### config.mk
export PLATFORM = sky130hd
export DESIGN_NAME = qconv_sequencer
export DESIGN_NICKNAME = d
export VERILOG_FILES = /design/src/rtl/qcs_pkg.sv /design/src/rtl/qcs_table.sv /design/src/rtl/qcs_queue.sv /design/src/rtl/qcs_engine.sv /design/src/rtl/qconv_sequencer.sv
export SDC_FILE = /design/constraint.sdc
export NUM_CORES = 2
export LEC_CHECK = 0
export BUFFER_PORTS_ARGS = -buffer_cell sky130_fd_sc_hd__buf_2
export CAP_MARGIN = 20
export CORE_UTILIZATION = 58
export CTS_CLUSTER_SIZE = 20
export DETAILED_ROUTE_END_ITERATION = 16
export PLACE_DENSITY = 0.77
export SYNTH_ARGS = -nofsm -noshare
export SYNTH_HDL_FRONTEND = slang
export SYNTH_SLANG_ARGS = --single-unit
### constraint.sdc
create_clock -name clk -period 3.9 [get_ports clk]
set_clock_uncertainty 0.1 [all_clocks]
set_input_delay 0.78 -clock clk [delete_from_list [all_inputs] [get_ports clk]]
set_output_delay 0.78 -clock clk [all_outputs]
set_load 0.005 [all_outputs]
### src/rtl/qcs_pkg.sv
package qcs_pkg;
  localparam int CHAN_W  = 6;
  localparam int RES_W   = 10;
  localparam int IDX_W   = 6;
  localparam int ENTRIES = 1 << IDX_W;
  localparam int WORD_W  = CHAN_W + 1;
  localparam logic [CHAN_W-1:0] END_CODE = '1;
endpackage

### src/rtl/qcs_table.sv
module qcs_table #(
  parameter int AW  = 6,
  parameter int DW  = 7,
  parameter int NRD = 1,
  parameter logic [DW-1:0] RST = '0
) (
  input  logic                     clk,
  input  logic                     rst_n,
  input  logic                     we,
  input  logic [AW-1:0]            waddr,
  input  logic [DW-1:0]            wdata,
  input  logic [NRD-1:0][AW-1:0]   raddr,
  output logic [NRD-1:0][DW-1:0]   rdata
);
  localparam int DEPTH = 1 << AW;
  logic [DW-1:0] mem [DEPTH];

  always_ff @(posedge clk or negedge rst_n) begin
    if (!rst_n) begin
      for (int i = 0; i < DEPTH; i++) mem[i] <= RST;
    end else if (we) begin
      mem[waddr] <= wdata;
    end
  end

  for (genvar g = 0; g < NRD; g++) begin : g_rd
    assign rdata[g] = mem[raddr[g]];
  end
endmodule

### src/rtl/qcs_queue.sv
module qcs_queue #(
  parameter int AW = 6
) (
  input  logic          clk,
  input  logic          rst_n,
  input  logic          en,
  input  logic [AW-1:0] first,
  input  logic          trig,
  input  logic          adv,
  input  logic          adv_pause,
  input  logic          adv_last,
  input  logic [2:0]    clr,      // {ovr, done, pause}
  output logic          run,
  output logic [AW-1:0] ptr,
  output logic          pau,
  output logic          cmp,
  output logic          ovr
);
  logic fresh;
  logic take;
  assign take = trig && en && !run;

  always_ff @(posedge clk or negedge rst_n) begin
    if (!rst_n) begin
      run <= 1'b0; ptr <= '0; fresh <= 1'b1;
      pau <= 1'b0; cmp <= 1'b0; ovr <= 1'b0;
    end else begin
      if (clr[0]) pau <= 1'b0;
      if (clr[1]) cmp <= 1'b0;
      if (clr[2]) ovr <= 1'b0;
      if (trig && en && run) ovr <= 1'b1;
      if (take) begin
        run   <= 1'b1;
        fresh <= 1'b0;
        if (fresh) ptr <= first;
      end else if (adv) begin
        if (adv_pause) pau <= 1'b1;
        if (adv_last) begin
          run <= 1'b0; cmp <= 1'b1; fresh <= 1'b1;
        end else begin
          ptr <= ptr + 1'b1;
          if (adv_pause) run <= 1'b0;
        end
      end
    end
  end

  // the pointer moves only on a fresh start or an advance
  a_r5_ptr_hold: assert property (@(posedge clk) disable iff (!rst_n)
    (!(trig && en && !run) && !adv) |=> $stable(ptr));
  // the engine advances only a running list
  a_r3_adv_running: assert property (@(posedge clk) disable iff (!rst_n)
    adv |-> run);
  // overrun rises only from a trigger on a running list
  a_r9_ovr_cause: assert property (@(posedge clk) disable iff (!rst_n)
    $rose(ovr) |-> $past(run && trig));
endmodule

### src/rtl/qcs_engine.sv
module qcs_engine
  import qcs_pkg::*;
#(
  parameter int AW = IDX_W,
  parameter int CW = CHAN_W,
  parameter int RW = RES_W
) (
  input  logic               clk,
  input  logic               rst_n,
  input  logic [1:0]         run,
  input  logic [1:0][AW-1:0] ptr,
  input  logic [1:0][AW:0]   stop,
  output logic [AW-1:0]      cmd_raddr,
  input  logic [CW:0]        cmd_rdata,
  output logic               conv_start,
  output logic [CW-1:0]      conv_chan,
  input  logic               conv_done,
  input  logic [RW-1:0]      conv_result,
  output logic               res_we,
  output logic [AW-1:0]      res_waddr,
  output logic [RW-1:0]      res_wdata,
  output logic [1:0]         adv,
  output logic               adv_pause,
  output logic               adv_last
);
  logic          busy, cur_q, cur_pause, cur_last;
  logic [AW-1:0] cur_idx;
  logic          pick, any, is_end, last_sel;

  always_comb begin
    any       = |run;
    pick      = !run[0];
    cmd_raddr = ptr[pick];
    is_end    = (cmd_rdata[CW-1:0] == END_CODE);
    last_sel  = (({1'b0, cmd_raddr} + 1'b1) == stop[pick]);
    adv       = '0;
    adv_pause = 1'b0;
    adv_last  = 1'b0;
    res_we    = 1'b0;
    res_waddr = cur_idx;
    res_wdata = conv_result;
    if (!busy && any && is_end) begin
      adv[pick] = 1'b1;
      adv_last  = 1'b1;
    end else if (busy && conv_done) begin
      adv[cur_q] = 1'b1;
      adv_pause  = cur_pause;
      adv_last   = cur_last;
      res_we     = 1'b1;
    end
  end

  always_ff @(posedge clk or negedge rst_n) begin
    if (!rst_n) begin
      busy <= 1'b0; cur_q <= 1'b0; cur_pause <= 1'b0; cur_last <= 1'b0;
      cur_idx <= '0; conv_start <= 1'b0; conv_chan <= '0;
    end else begin
      conv_start <= 1'b0;
      if (!busy && any && !is_end) begin
        busy       <= 1'b1;
        cur_q      <= pick;
        cur_idx    <= cmd_raddr;
        cur_pause  <= cmd_rdata[CW];
        cur_last   <= last_sel;
        conv_start <= 1'b1;
        conv_chan  <= cmd_rdata[CW-1:0];
      end else if (busy && conv_done) begin
        busy <= 1'b0;
      end
    end
  end

  // one conversion in flight, so starts never come back to back
  a_r8_one_inflight: assert property (@(posedge clk) disable iff (!rst_n)
    conv_start |=> !conv_start);
  // a result is stored only while a conversion is outstanding
  a_r8_store_busy: assert property (@(posedge clk) disable iff (!rst_n)
    res_we |-> busy);
  // a ready list 1 wins the next slot when the engine is free
  a_r7_prio: assert property (@(posedge clk) disable iff (!rst_n)
    (!busy && run[0] && !is_end) |=> (conv_start && !cur_q));
endmodule

### src/rtl/qconv_sequencer.sv
module qconv_sequencer
  import qcs_pkg::*;
(
  input  logic              clk,
  input  logic              rst_n,
  input  logic [1:0]        q_trig,
  input  logic [IDX_W-1:0]  q_boundary,
  input  logic              reg_tbl,
  input  logic              reg_we,
  input  logic [IDX_W-1:0]  reg_addr,
  input  logic [WORD_W-1:0] reg_wdata,
  output logic [RES_W-1:0]  reg_rdata,
  input  logic [5:0]        stat_clr,
  output logic [1:0]        stat_pause,
  output logic [1:0]        stat_done,
  output logic [1:0]        stat_ovr,
  output logic              conv_start,
  output logic [CHAN_W-1:0] conv_chan,
  input  logic              conv_done,
  input  logic [RES_W-1:0]  conv_result
);
  logic                     two_q;
  logic [1:0]               run, adv;
  logic [1:0][IDX_W-1:0]    ptr;
  logic [1:0][IDX_W:0]      stop;
  logic                     adv_pause, adv_last;
  logic [IDX_W-1:0]         cmd_raddr;
  logic [1:0][IDX_W-1:0]    cmd_ra;
  logic [1:0][WORD_W-1:0]   cmd_rd;
  logic                     res_we;
  logic [IDX_W-1:0]         res_waddr;
  logic [RES_W-1:0]         res_wdata;
  logic [0:0][IDX_W-1:0]    res_ra;
  logic [0:0][RES_W-1:0]    res_rd;

  assign two_q   = (q_boundary != '0);
  assign stop[0] = two_q ? {1'b0, q_boundary} : (IDX_W+1)'(ENTRIES);
  assign stop[1] = (IDX_W+1)'(ENTRIES);
  assign cmd_ra  = {reg_addr, cmd_raddr};
  assign res_ra  = reg_addr;
  assign reg_rdata = reg_tbl ? res_rd[0] : RES_W'(cmd_rd[1]);

  qcs_table #(.AW(IDX_W), .DW(WORD_W), .NRD(2), .RST({1'b0, END_CODE})) u_cmd (
    .clk(clk), .rst_n(rst_n), .we(reg_we && !reg_tbl), .waddr(reg_addr),
    .wdata(reg_wdata), .raddr(cmd_ra), .rdata(cmd_rd));

  qcs_table #(.AW(IDX_W), .DW(RES_W), .NRD(1), .RST('0)) u_res (
    .clk(clk), .rst_n(rst_n), .we(res_we), .waddr(res_waddr),
    .wdata(res_wdata), .raddr(res_ra), .rdata(res_rd));

  for (genvar g = 0; g < 2; g++) begin : g_q
    qcs_queue #(.AW(IDX_W)) u_q (
      .clk(clk), .rst_n(rst_n),
      .en(g == 0 ? 1'b1 : two_q),
      .first(g == 0 ? '0 : q_boundary),
      .trig(q_trig[g]), .adv(adv[g]), .adv_pause(adv_pause), .adv_last(adv_last),
      .clr({stat_clr[4+g], stat_clr[2+g], stat_clr[g]}),
      .run(run[g]), .ptr(ptr[g]),
      .pau(stat_pause[g]), .cmp(stat_done[g]), .ovr(stat_ovr[g]));
  end

  qcs_engine u_eng (
    .clk(clk), .rst_n(rst_n), .run(run), .ptr(ptr), .stop(stop),
    .cmd_raddr(cmd_raddr), .cmd_rdata(cmd_rd[0]),
    .conv_start(conv_start), .conv_chan(conv_chan),
    .conv_done(conv_done), .conv_result(conv_result),
    .res_we(res_we), .res_waddr(res_waddr), .res_wdata(res_wdata),
    .adv(adv), .adv_pause(adv_pause), .adv_last(adv_last));
endmodule

### Word level (Yosys, flattened, before mapping)

Index checks and enable logic that the tools add are counted.
Widths: inputs -> output; s select.

* register bits: 1127
* latch bits: 0
* memory bits (writable): 0
* memory bits (read-only): 0
* bits of input ports: 42
* output and inout bits: 23
* word-level logic and storage cells: 279
* memories kept: 0

* $add $sub $neg: 3
* multiply operators: 0
* divide/modulo/power cells: 0
* $lt $le $gt $ge: 9
* eq/ne operators: 6
* shift-type cells: 0
* muxes and demuxes: 75
* bitwise operators: 3
* reduce and logical (&&, ||, !) cells: 36

Operator list (number)
* $bwmux 640: 1
* $bwmux 448: 1
* $bmux 7 s6: 2
* $bmux 10 s6: 1
* $demux 10 s6: 1
* $mux 6: 10
* $mux 7: 8
* $demux 7 s6: 1
* $mux 1: 42
* $mux 10: 4
* $ge 7x7->1 const B: 3
* $not 6->7: 3
* $logic_and 1x1->1: 14
* $lt 7x1->1 const B: 2
* $reduce_bool 2->1: 7
* $add 6x1->6 const B: 2
* $ne 2x1->1 const B: 4
* $reduce_and 2->1: 4
* $add 6x1->7 const B: 1
* $eq 7x7->1: 1
* $eq 6x6->1 const B: 1
* $reduce_and 3->1: 2
* $reduce_bool 3->1: 2
* $reduce_bool 6->1: 1
* 6 further kinds: 14

### Depth between registers and ports, before layout

* depth after elaboration: 14
* depth in mapped cells: 16
* mapped depth without buffers: 11

### By module

Synthesis repeated with hierarchy kept, for this count alone.

* cells, all modules: 3750
* area total of the unflattened synthesis: 56626.8 um2

By module, submodules not included
* qcs_table at u_res: times used 1, cells each 1851, area each 29281.8 um2, seq. area each 16015.4 um2
* qcs_table at u_cmd: times used 1, cells each 1619, area each 24730.0 um2, seq. area each 11691.2 um2
* qcs_engine: times used 1, cells each 133, area each 1232.4 um2, seq. area each 425.4 um2
* qcs_queue: times used 2, cells each 61, area each 593.1 um2, seq. area each 276.5 um2
* qconv_sequencer: times used 1, cells each 25, area each 196.4 um2, seq. area each 0.0 um2

### Least setup slack after synthesis

No wires, ideal clock.

* path kind: input to output
* from: input port reg_addr[2]
* to: output port reg_rdata[9]
* arrival: 3005 ps
* required time: 3020 ps
* slack: 15 ps
* stages: 10
* path buffers: 5
* cell sequence: clkbuf_1 > nor3b_1 > clkbuf_1 > clkbuf_1 > buf_1 > buf_1 > a22oi_1 > a31oi_1 > a21oi_1 > a41oi_1

* word-level cells in the longest chain between the ends: 5

Ends and longest elaborated chain
* start, declared: line qconv_sequencer.sv:10 `input logic [IDX_W-1:0] reg_addr,`
* $not 6->7 (not written as such): line qcs_table.sv:27 `assign rdata[g] = mem[raddr[g]];`
* $bmux 10 s6: line qcs_table.sv:27
* $mux 10 (not written as such) (2 in a row): line qcs_table.sv:27
* $mux 10: line qconv_sequencer.sv:41 `assign reg_rdata = reg_tbl ? res_rd[0] : RES_W'(cmd_rd[1]);`
* end, declared: line qconv_sequencer.sv:12 `output logic [RES_W-1:0] reg_rdata,`

No other way between the ends. The select of a mux whose other input is x is not followed.

### Worst setup path after layout

* from: input port reg_addr[1]
* to: output port reg_rdata[5]

* word-level cells in the longest chain between the ends: 5
* elaborated cells between the ends (all ways): 8
* classes of those cells: 7 x mux; 1 x bitwise

Ends and longest elaborated chain (line)
* $not 6->7 (not written as such) (*): qcs_table.sv:27
* $bmux 7 s6 / $bmux 10 s6 (equally long branches): qcs_table.sv:27
* $mux 7 (not written as such) / $mux 10 (equally long branches) (2 in a row): qcs_table.sv:27
* $mux 10 (*): qconv_sequencer.sv:41

Mark *: on every way between the ends. The rest lies on a longest branch, timed or not. The select of a mux whose other input is x is not followed.

==> flow_summary_export.csv <==
group,metric,value,unit
power,p_sw_share,35.8,%
finish,drive_gt1_share,49.0,%
timing,finalMaxSlewViolations,0,
worst_hold_path,hold_class,"input port to flop",
clock_tree,numCtsBuffers,114,
clock_tree,htree_levels,3,
flow_run,cap_violations,0,
timing,setup_viol,19,
grt,grt_first_pass_wirelength,308,mm
synth,synth_seq_cells,1127,
floorplanning,initial_utilization,58.6,%
power,p_seq_share,36.3,%
clock_tree,root_buffer,"clkbuf_16",
detailed_routing,vias,46448,
timing,worst-slew-pin-transition,1170,ps
finish,layoutNonFillerInstCount,6496,
setup_path,cp.required,3020,ps
timing,max_freq,0.234,GHz
detailed_routing,drc,0,
grt,grt.overflow.total,0,
place,placed_cells,6230,
outcome,failed_checks,"setup timing",
synth,synth_top_area_share,33.2,%
timing,slew_headroom,21.8,%
power,leakage,0.0295,µW
detailed_routing,wl,208,mm
setup_path,crit_path_start_kind,"input port",
setup_path,arrival,3390,ps
timing,post-route-period-util,109,%
grt,track_usage,42.1,%
clock_tree,cts_buffer_depth,3,
detailed_routing,drt-initial-drc-count,6442,
place,gp_congestion,1.09,
synth,synth_edf_count,0,
place,io_buffers,64,
synth,synth-warning-count,0,
setup_path,worstPathMaxFanout,7,
synth,synth_seq_area_share,51.4,%
clock_tree,cts_tree,"built",
floorplanning,rows,113,
synth,ys.flop_type,"dfrtp_1",
synth,synth_cells,4705,
floorplanning,core,0.0952,mm²
detailed_routing,dr.pass1.iters,10,
place,hpwlAfterDp,140,mm
synth,synth_top_area_cell,"dfrtp_1",
synth,async_flop_share,100,%
timing,worst_slack,-368,ps
timing,finalSetupTns,-2350,ps
timing,rsz0062_at_grt,"yes",
grt,antenna_found_initial,10,
timing,min_period,4270,ps
detailed_routing,wl_per_cell,32.0,µm
power,p_per_area,613,mW/mm²
synth,synth_area,0.0558,mm²
setup_path,path_class,"input port to output pin",
power,p_sw,14800,µW
floorplanning,die-area,0.0974,mm²
power,ir_drop,0.421,mV
detailed_routing,drtAntennaViolNets,0,
power,p_int,26500,µW
grt,grt_max_degree,97,
outcome,status,"finished with violations",
setup_path,end_kind,"output pin",
power,p_clk_share,28.8,%
synth,avgSynthCellArea,11.9,µm²
synth,synthTopCellsByArea,"dfrtp_1 33%, mux2_2 22%, dfstp_2 18%",
power,p_comb_share,34.9,%
clock_tree,clock_latency,740,ps
grt,grt_pass1_vias,46374,
clock_tree,clock-sinks,1127,
clock_tree,clk_pin_slew,60,ps
synth,synth_nets,4750,
finish,fin_nets,5176,
floorplanning,fp.dieW,312,µm
detailed_routing,via_per_inst,7.15,
synth,ys_types,88,
floorplanning,ios,65,
floorplanning,fp.dieH,312,µm
finish,syn2layout_area_growth,20.8,%
timing,hold_slack,142,ps
timing,finalHoldViolations,0,
==> per-stage QoR <==
stage	area [µm²]	power [µW]	worst slack (ps)	utilization (%)
after global routing	67400	42200	-287	70.8
after detailed placement	61700	28300	-557	64.8
final	67400	41300	-368	70.8
after floorplan	55800	21500	15.0	-
after CTS	66900	40400	-193	70.3
after global placement	61700	28000	-526	64.8
==> area by class of cell <==
class	count	area [µm²]
sequential	1127	28700
clock inverter	46	686
antenna	1	2.50
tap	1265	1580
clock buffer	169	3440
multi-input combinational	3136	26100
inverter	38	153
fill	6389	27800
timing repair buffer	714	6740
==> state kept, by name, indices dropped and copies added, names as in the netlist <==
name and cells:
u_eng.busy 1, g_q.u_q.fresh 2, u_eng.cur_last 1, u_res.mem 640
u_eng.cur_pause 1, u_eng.conv_start 1, u_eng.res_waddr 6, g_q.u_q.ovr 2
u_cmd.mem 448, g_q.u_q.cmp 2, u_eng.conv_chan 6, g_q.u_q.pau 2
g_q.u_q.run 2, u_eng.cur_q 1, g_q.u_q.ptr 12
==> cells in the mapped netlist (6+ instances only) <==
master     count
o31a_1         6
o311ai_0      11
inv_1         33
a211oi_1      25
dfrtp_1      741
mux2_2      1088
o221ai_1      10
buf_2         52
buf_1         72
nand4_1      115
o21ai_0      116
nor3b_1        8
and2_1        16
nor4_1        11
a2111oi_0      7
a41oi_1        7
a31oi_1       62
nand2b_1      29
a21oi_1      137
buf_6          8
mux4_2         6
o211ai_1      19
a32oi_1       11
mux2_4         6
a22oi_1      474
or2_2          8
nor2b_1       17
a221oi_1      69
a22o_1        59
buf_4         18
clkbuf_1     255
nand2_1      255
a21o_1         7
a21boi_0      10
nor3_1        30
o22ai_1       48
o22a_1        15
nor2_1       222
mux2i_1       41
nand3_1       60
and3_1        23
dfstp_2      386
==> critical path, stage by stage <==
cell and delay, ps:
buf_12 110, buf_8 120, and3_4 200, buf_12 160
buf_16 160, a22oi_2 120, nand4_1 370, mux4_2 580
nand2_1 80, o211ai_1 290, and2_4 290, buf_6 110
==> metal layers <==
layer | global-route usage [%] | part of all wire [%] | up-vias
met3 | 10.3 | 11 | 997
met2 | 63.6 | 44 | 3296
li1 | - | - | 18636
met5 | 0 | 0.047 | -
met4 | 28.1 | 8.4 | 16
met1 | 54.0 | 37 | 23503
==> worst paths after layout <==
| check | cells after the start | to | start | slack [ps] |
|---|---|---|---|---|
| worst max-delay path | 12 | reg_rdata[5] | reg_addr[1] | -370 |
| worst min-delay path | 2 | g_q[0].u_q.pau | stat_clr[0] | 140 |
| worst max register to register | 12 | u_eng.conv_chan[3] | g_q[0].u_q.run | -50 |
| worst min register to register | 1 | u_eng.conv_chan[1] | u_eng.conv_chan[1] | 400 |
| max in group asynchronous | 4 | u_cmd.mem[364] | rst_n | 2000 |
| min in group asynchronous | 2 | u_res.mem[8] | rst_n | 620 |
==> cells in the final DEF, fill, tap and decap left out, drive strengths merged, types with 30 or more instances in the layout <==
cell type / n
a22o: 59
dfrtp: 741
dfstp: 386
nand3: 61
a221oi: 69
mux2i: 43
a22oi: 475
nand4: 115
o21ai: 118
o22ai: 48
buf: 709
a21oi: 138
inv: 40
nand2: 255
nor2: 223
mux2: 1094
nor3: 31
nand2b: 30
a31oi: 62
clkbuf: 173
==> timing repair <==
| action | CTS | global route |
|---|---|---|
| pin swaps | 54 | 47 |
| setup endpoints to repair | 26 | 22 |
| setup buffers | 34 | 9 |
| hold endpoints to repair | 1 | 0 |
| resized for setup | 148 | 68 |
| hold buffers | 1 | 0 |
| gates cloned | 3 | 4 |
==> power groups by stage <==
stage               Combinational, µW  Sequential [µW]  Clock [µW]
floorplan                        7090            14400           0
global placement                13100            14900           0
detailed placement              13300            15000           0
CTS                             13600            14900       11900
global route                    14800            15100       12400
finish                          14400            15000       11900
==> cells by family (layout without fill, tap and decap cells) <==
group           count (synthesis)  in the layout  synth area share, %
flops                        1127           1127                 51.4
fa+ha+maj                       3              3               0.0673
compound gates               1150           1150                 14.7
xor+xnor                        8              8                0.126
simple gates                  831            832                 7.16
other cells                     0              1                    0
buf+inv                       443            967                 3.33
mux                          1143           1143                 23.2
Power figures use the tool's default switching activity.
